**src/rtl/tick_cmp_pkg.sv**
```systemverilog
`timescale 1ns/1ps
package tick_cmp_pkg;
  localparam int CMP_COUNT    = 3;
  localparam int CTRL_CNT_BIT = 13;
  localparam int CTRL_OSC_BIT = 8;
  localparam int OFF_CTRL     = 'h40;
  localparam int OFF_LOAD     = 'h64;
  localparam int OFF_COUNT    = 'h68;
  localparam int OFF_CMP_BASE = 'h6C;
  localparam int OFF_STATUS   = 'h78;

  typedef struct packed {
    logic                 cntEn;
    logic                 tickInc;
    logic                 loadStb;
    logic [CMP_COUNT-1:0] cmpWr;
  } dpStrobes_t;
endpackage

```
**src/rtl/tick_cmp_dp.sv**
```systemverilog
`timescale 1ns/1ps
module tick_cmp_dp
  import tick_cmp_pkg::*;
#(
  parameter int DATA_W = 32
) (
  input  logic              clk,
  input  logic              rstN,
  input  dpStrobes_t        strb,
  input  logic [DATA_W-1:0] wrData,
  output logic [DATA_W-1:0] cntVal,
  output logic [DATA_W-1:0] cmpVal [CMP_COUNT],
  output logic [CMP_COUNT-1:0] hitVec
);
  logic cntMoved;

  always_ff @(posedge clk or negedge rstN) begin
    if (!rstN) begin
      cntVal   <= '0;
      cntMoved <= 1'b0;
    end else begin
      cntMoved <= strb.loadStb | (strb.cntEn & strb.tickInc);
      if (strb.loadStb)
        cntVal <= wrData;
      else if (strb.cntEn && strb.tickInc)
        cntVal <= cntVal + DATA_W'(1);
    end
  end

  for (genvar i = 0; i < CMP_COUNT; i++) begin : g_cmp
    always_ff @(posedge clk or negedge rstN) begin
      if (!rstN)
        cmpVal[i] <= '0;
      else if (strb.cmpWr[i])
        cmpVal[i] <= wrData;
    end
    assign hitVec[i] = cntMoved & strb.cntEn & (cntVal == cmpVal[i]);
  end

  assert_tick_inc_R1: assert property (@(posedge clk) disable iff (!rstN)
    (strb.cntEn && strb.tickInc && !strb.loadStb) |=> cntVal == $past(cntVal) + DATA_W'(1));
  assert_load_value_R3: assert property (@(posedge clk) disable iff (!rstN)
    strb.loadStb |=> cntVal == $past(wrData));
  assert_hold_when_off_R10: assert property (@(posedge clk) disable iff (!rstN)
    !strb.cntEn |=> $stable(cntVal));
endmodule

```
**src/rtl/tick_cmp_ctrl.sv**
```systemverilog
`timescale 1ns/1ps
module tick_cmp_ctrl
  import tick_cmp_pkg::*;
#(
  parameter int DATA_W = 32,
  parameter int ADDR_W = 8
) (
  input  logic                 clk,
  input  logic                 rstN,
  input  logic                 tickStb,
  input  logic                 regWrEn,
  input  logic [ADDR_W-1:0]    regAddr,
  input  logic [DATA_W-1:0]    regWrData,
  input  logic [DATA_W-1:0]    cntVal,
  input  logic [DATA_W-1:0]    cmpVal [CMP_COUNT],
  input  logic [CMP_COUNT-1:0] hitVec,
  output dpStrobes_t           strb,
  output logic [DATA_W-1:0]    regRdData,
  output logic                 irqOut
);
  logic [DATA_W-1:0]    ctrlReg;
  logic [CMP_COUNT-1:0] status;
  logic [CMP_COUNT-1:0] clrMask;
  logic                 enabled;
  logic                 selCtrl, selLoad, selCount, selStatus;
  logic [CMP_COUNT-1:0] selCmp;

  assign enabled   = ctrlReg[CTRL_CNT_BIT] & ctrlReg[CTRL_OSC_BIT];
  assign selCtrl   = regAddr == ADDR_W'(OFF_CTRL);
  assign selLoad   = regAddr == ADDR_W'(OFF_LOAD);
  assign selCount  = regAddr == ADDR_W'(OFF_COUNT);
  assign selStatus = regAddr == ADDR_W'(OFF_STATUS);

  for (genvar i = 0; i < CMP_COUNT; i++) begin : g_dec
    assign selCmp[i]     = regAddr == ADDR_W'(OFF_CMP_BASE + 4 * i);
    assign strb.cmpWr[i] = regWrEn & selCmp[i] & enabled;
  end

  assign strb.cntEn   = enabled;
  assign strb.tickInc = tickStb;
  assign strb.loadStb = regWrEn & selLoad & enabled;
  assign clrMask      = (regWrEn && selStatus) ? regWrData[CMP_COUNT-1:0] : '0;

  always_ff @(posedge clk or negedge rstN) begin
    if (!rstN) begin
      ctrlReg <= '0;
      status  <= '0;
    end else begin
      if (regWrEn && selCtrl) ctrlReg <= regWrData;
      status <= (status & ~clrMask) | hitVec;
    end
  end

  assign irqOut = |status;

  always_comb begin
    regRdData = '0;
    if (selCtrl) regRdData = ctrlReg;
    if (selCount && enabled) regRdData = cntVal;
    if (selStatus) regRdData[CMP_COUNT-1:0] = status;
    for (int i = 0; i < CMP_COUNT; i++)
      if (selCmp[i]) regRdData = cmpVal[i];
  end

  assert_hit_raises_irq_R6: assert property (@(posedge clk) disable iff (!rstN)
    (|hitVec) |=> irqOut);
  assert_no_set_when_off_R7: assert property (@(posedge clk) disable iff (!rstN)
    !enabled |=> (status & ~$past(status)) == '0);
  assert_count_read_zero_R4: assert property (@(posedge clk) disable iff (!rstN)
    (selCount && !enabled) |-> regRdData == '0);
  assert_irq_drops_R11: assert property (@(posedge clk) disable iff (!rstN)
    (regWrEn && selStatus && (regWrData[CMP_COUNT-1:0] == '1) && hitVec == '0) |=> !irqOut);
endmodule

```
**src/rtl/tick_cmp_timer.sv**
```systemverilog
`timescale 1ns/1ps
module tick_cmp_timer
  import tick_cmp_pkg::*;
#(
  parameter int DATA_W = 32,
  parameter int ADDR_W = 8
) (
  input  logic              clk,
  input  logic              rstN,
  input  logic              tickStb,
  input  logic              regWrEn,
  input  logic [ADDR_W-1:0] regAddr,
  input  logic [DATA_W-1:0] regWrData,
  output logic [DATA_W-1:0] regRdData,
  output logic              irqOut
);
  dpStrobes_t           strb;
  logic [DATA_W-1:0]    cntVal;
  logic [DATA_W-1:0]    cmpVal [CMP_COUNT];
  logic [CMP_COUNT-1:0] hitVec;

  tick_cmp_ctrl #(.DATA_W(DATA_W), .ADDR_W(ADDR_W)) u_ctrl (
    .clk(clk), .rstN(rstN), .tickStb(tickStb), .regWrEn(regWrEn),
    .regAddr(regAddr), .regWrData(regWrData), .cntVal(cntVal),
    .cmpVal(cmpVal), .hitVec(hitVec), .strb(strb),
    .regRdData(regRdData), .irqOut(irqOut)
  );

  tick_cmp_dp #(.DATA_W(DATA_W)) u_dp (
    .clk(clk), .rstN(rstN), .strb(strb), .wrData(regWrData),
    .cntVal(cntVal), .cmpVal(cmpVal), .hitVec(hitVec)
  );
endmodule

```
**config.mk**
```make
export PLATFORM = sky130hd
export DESIGN_NAME = tick_cmp_timer
export DESIGN_NICKNAME = d
export VERILOG_FILES = /design/src/rtl/tick_cmp_pkg.sv /design/src/rtl/tick_cmp_dp.sv /design/src/rtl/tick_cmp_ctrl.sv /design/src/rtl/tick_cmp_timer.sv
export SDC_FILE = /design/constraint.sdc
export NUM_CORES = 1
export LEC_CHECK = 0
export BUFFER_PORTS_ARGS = -buffer_cell sky130_fd_sc_hd__buf_2
export CAP_MARGIN = 20
export CORE_ASPECT_RATIO = 1.1
export CORE_MARGIN = 2
export CORE_UTILIZATION = 40
export CTS_CLUSTER_SIZE = 30
export DETAILED_ROUTE_END_ITERATION = 12
export PLACE_DENSITY = 0.62
export SLEW_MARGIN = 20
export SYNTH_ARGS = -nofsm -noshare
export SYNTH_HDL_FRONTEND = slang
export SYNTH_SLANG_ARGS = --single-unit
```
**constraint.sdc**
```tcl
create_clock -name clk -period 2 [get_ports clk]
set_input_delay 0.1 -clock clk [delete_from_list [all_inputs] [get_ports clk]]
set_output_delay 0.1 -clock clk [all_outputs]
set_load 0.01 [all_outputs]
```
==> key figures <==
Clocking
  • Clock latency on the worst-skew pair: 0.44 ns
  • CTS sink cnt: 164
  • H-tree depth: 4
  • TritonCTS clock tree: done
  • Inserted Clock Buffers: 17
  • CTS root buffer: clkbuf_16
  • Clock tree buffer depth: 2
  • Clock transition at path regs: 0.06 ns

Critical path
  • Endpoint class of the critical path: output pin
  • Setup CP Type: flop to output pin
  • Critical path launch point type: flop
  • Maximum fanout along the worst path: 6
  • Critical-path top delay cell: dfrtp_1
  • Worst-path cell chain: and2_4, nand2_2, nor2_4, buf_6, a221oi_2, o22ai_1, buf_4, buf_2
  • Required @ worst endpoint: 1.90 ns
  • Worst path max stage delay: 0.39 ns
  • R2r setup slk: 0.06 ns
  • Data arrival time of the worst path: 1.97 ns

Synth
  • Cell taking the most area after synthesis: dfrtp_1
  • Post-synthesis sequential area ratio: 44.17%
  • Synth top area cells: dfrtp_1 (44%), mux2_2 (13%), xnor2_1 (6.8%), xor2_1 (5.2%), mux2i_1 (2.7%)
  • Avg Cell Area, Syn: 10.94 sq um
  • Synth Register Bits: 164
  • Syn Inst Count: 849
  • Yosys cell types: 49
  • Syn_nets: 894
  • EDFF count, synth: 0
  • Post-Syn Area: 9291 sq um
  • Asr flop ratio synth: 100.0%
  • Yosys top cell area share: 44.17%
  • Synth Warn #: 0
  • Top_reg_cell synth: dfrtp_1

Run
  • Max Cap Violations: 0

STA
  • Final Critical Period: 2.067 ns
  • Final Hold Vio Count: 0
  • RSZ-0062 raised after global routing: true
  • Final hold slack: 0.009222 ns
  • Endpoints failing setup: 14
  • Worst-margin pin slew: 0.5974 ns
  • Final Slew Violations: 0
  • Clock skew: 0.006215 ns
  • Final Cycle Share: 103.3%
  • Final worst slack: -0.06654 ns
  • Slew HR: 60.17%
  • Fmax: 483.9 MHz

Power
  • VDD IR max: 0.5008 mV
  • P_leak: 5.483 nW
  • Total power divided by cell area: 630.0 nW/um^2
  • Pwr Total: 7.130 mW

Final layout
  • Non-Filler Cell Area, Final: 11320 sq um
  • Antenna diodes: 0
  • Most frequent cells in the layout: dfrtp_1 (164), mux2_2 (109), buf_2 (74)
  • Area Growth Syn to Fin: 21.80%
  • Final cell count without fillers: 1285
  • Most common cell after layout, fill and taps aside: dfrtp_1
  • Layout cells sized above 1: 32.39%
  • # nets final: 1019

Drt
  • Via count: 7212
  • Wirelength per Cell: 22.67 microns
  • Vias/cell: 5.612
  • DRC violations left: 0
  • Initial DRC count: 591
  • ANT nets after route: 0
  • Drt total wl: 29.13 mm
  • Detailed-router iteration count before antenna repair: 5

Place
  • Hpwl dp: 20.78 mm
  • Placed Area: 10270 sq um
  • Place WS: 0.08730 ns
  • Dpl cells: 1218
  • IO Port Bufs: 76
  • Routability congestion estimate: 0.8784

Die
  • Core area: 22860 sq um
  • Starting Density: 40.65%
  • DIE AREA: 24470 sq um
  • I/O pin cnt: 77
  • Die width: 149.3 microns
  • Die span in y: 163.9 microns
  • Row Count: 58

Run status
  • Failing checks: negative setup slack
  • Status: finished with violations

Global route
  • Grt total ovfl: 0
  • Total Routing Usage GR: 24.69%
  • First-pass GRT wire length: 44.83 mm
  • Antenna violations before repair: 0
  • Largest net degree at the start of global routing: 57
  • Vias in the first global route: 7301

Min path
  • Worst min path class: primary input to flop
-- cells by family (layout without fill, tap and decap cells) --
family	count (synthesis)	after routing	synth area share [%]
simple gates	191	191	11.42
flops	164	164	44.17
mux	155	155	18.45
compound gates	128	128	8.861
xor+xnor	127	127	11.97
buf+inv	83	219	4.996
fa+ha+maj	1	1	0.1346
-- sequential cells by signal, summed over array words and instances, names as in the netlist --
| signal | count |
|---|---|
| u_dp.cntMoved | 1 |
| u_dp.cntVal | 32 |
| u_ctrl.ctrlReg | 32 |
| u_dp.cmpVal | 96 |
| u_ctrl.status | 3 |
-- area by class of cell --
class,count,area (sq um)
multi-input cells,602,4818
inverters,10,37.54
clock buffers,21,460.4
fillers,2116,11540
repair buffers,179,1391
flip-flops and latches,164,4104
well taps,300,375.4
clock inverters,9,130.1
-- layer usage --
layer | wire length (microns) | vias to the layer above | track usage [%]
met3 | 1699 | 62 | 4.889
met1 | 12520 | 3640 | 32.57
met2 | 13770 | 248 | 39.72
met4 | 1137 | 0 | 10.43
met5 | 0 | - | 0
li1 | - | 3262 | -
-- cells in the mapped netlist (21+ instances only) --
library cell	instances
nand4_1	22
o21ai_0	46
nor2_1	32
dfrtp_1	164
buf_2	30
mux2i_1	25
nand2_1	58
xnor2_1	72
mux2_1	21
xor2_1	55
mux2_2	109
-- per-stage QoR --
step	setup TNS [ns]	util [%]
floorplan	0	-
global placement	0	44.92
detailed placement	0	44.92
CTS	-0.2626	49.21
global route	-1.702	49.51
finish	-0.3727	49.51
-- power by group --
part | internal [mW] | total (mW) | switching [mW]
registers | 3.35 | 3.38 | 0.0233
logic | 0.155 | 0.377 | 0.223
clock network | 2.01 | 3.38 | 1.37
-- path summary, 6_finish.rpt --
| kind | from | endpoint | cells after the start |
|---|---|---|---|
| max in group asynchronous | rstN | u_dp.cntVal[15] | 3 |
| worst min register to register | u_ctrl.ctrlReg[25] | u_ctrl.ctrlReg[25] | 1 |
| worst min-delay path | regWrData[31] | u_dp.cmpVal[63] | 2 |
| worst max-delay path | u_ctrl.ctrlReg[13] | regRdData[8] | 8 |
| worst max register to register | u_ctrl.ctrlReg[8] | u_dp.cntVal[28] | 8 |
| min in group asynchronous | rstN | u_ctrl.ctrlReg[3] | 2 |
-- repair_timing --
| action | CTS | global route |
|---|---|---|
| gates cloned | 1 | 0 |
| resized for setup | 10 | 13 |
| setup endpoints to repair | 32 | 34 |
| buffers inserted | 3 | 1 |
| pin swaps | 4 | 11 |
| hold buffers | 32 | 0 |
| endpoints found under the hold margin | 183 | 0 |
-- worst max-delay path: cells and delay by family, from the launching register on --
family          cells  cell delay (ns)
simple gates        3             0.32
flops               1             0.39
compound gates      2             0.38
buf+inv             3             0.43
Note: power is estimated with default switching activity, not from simulation.
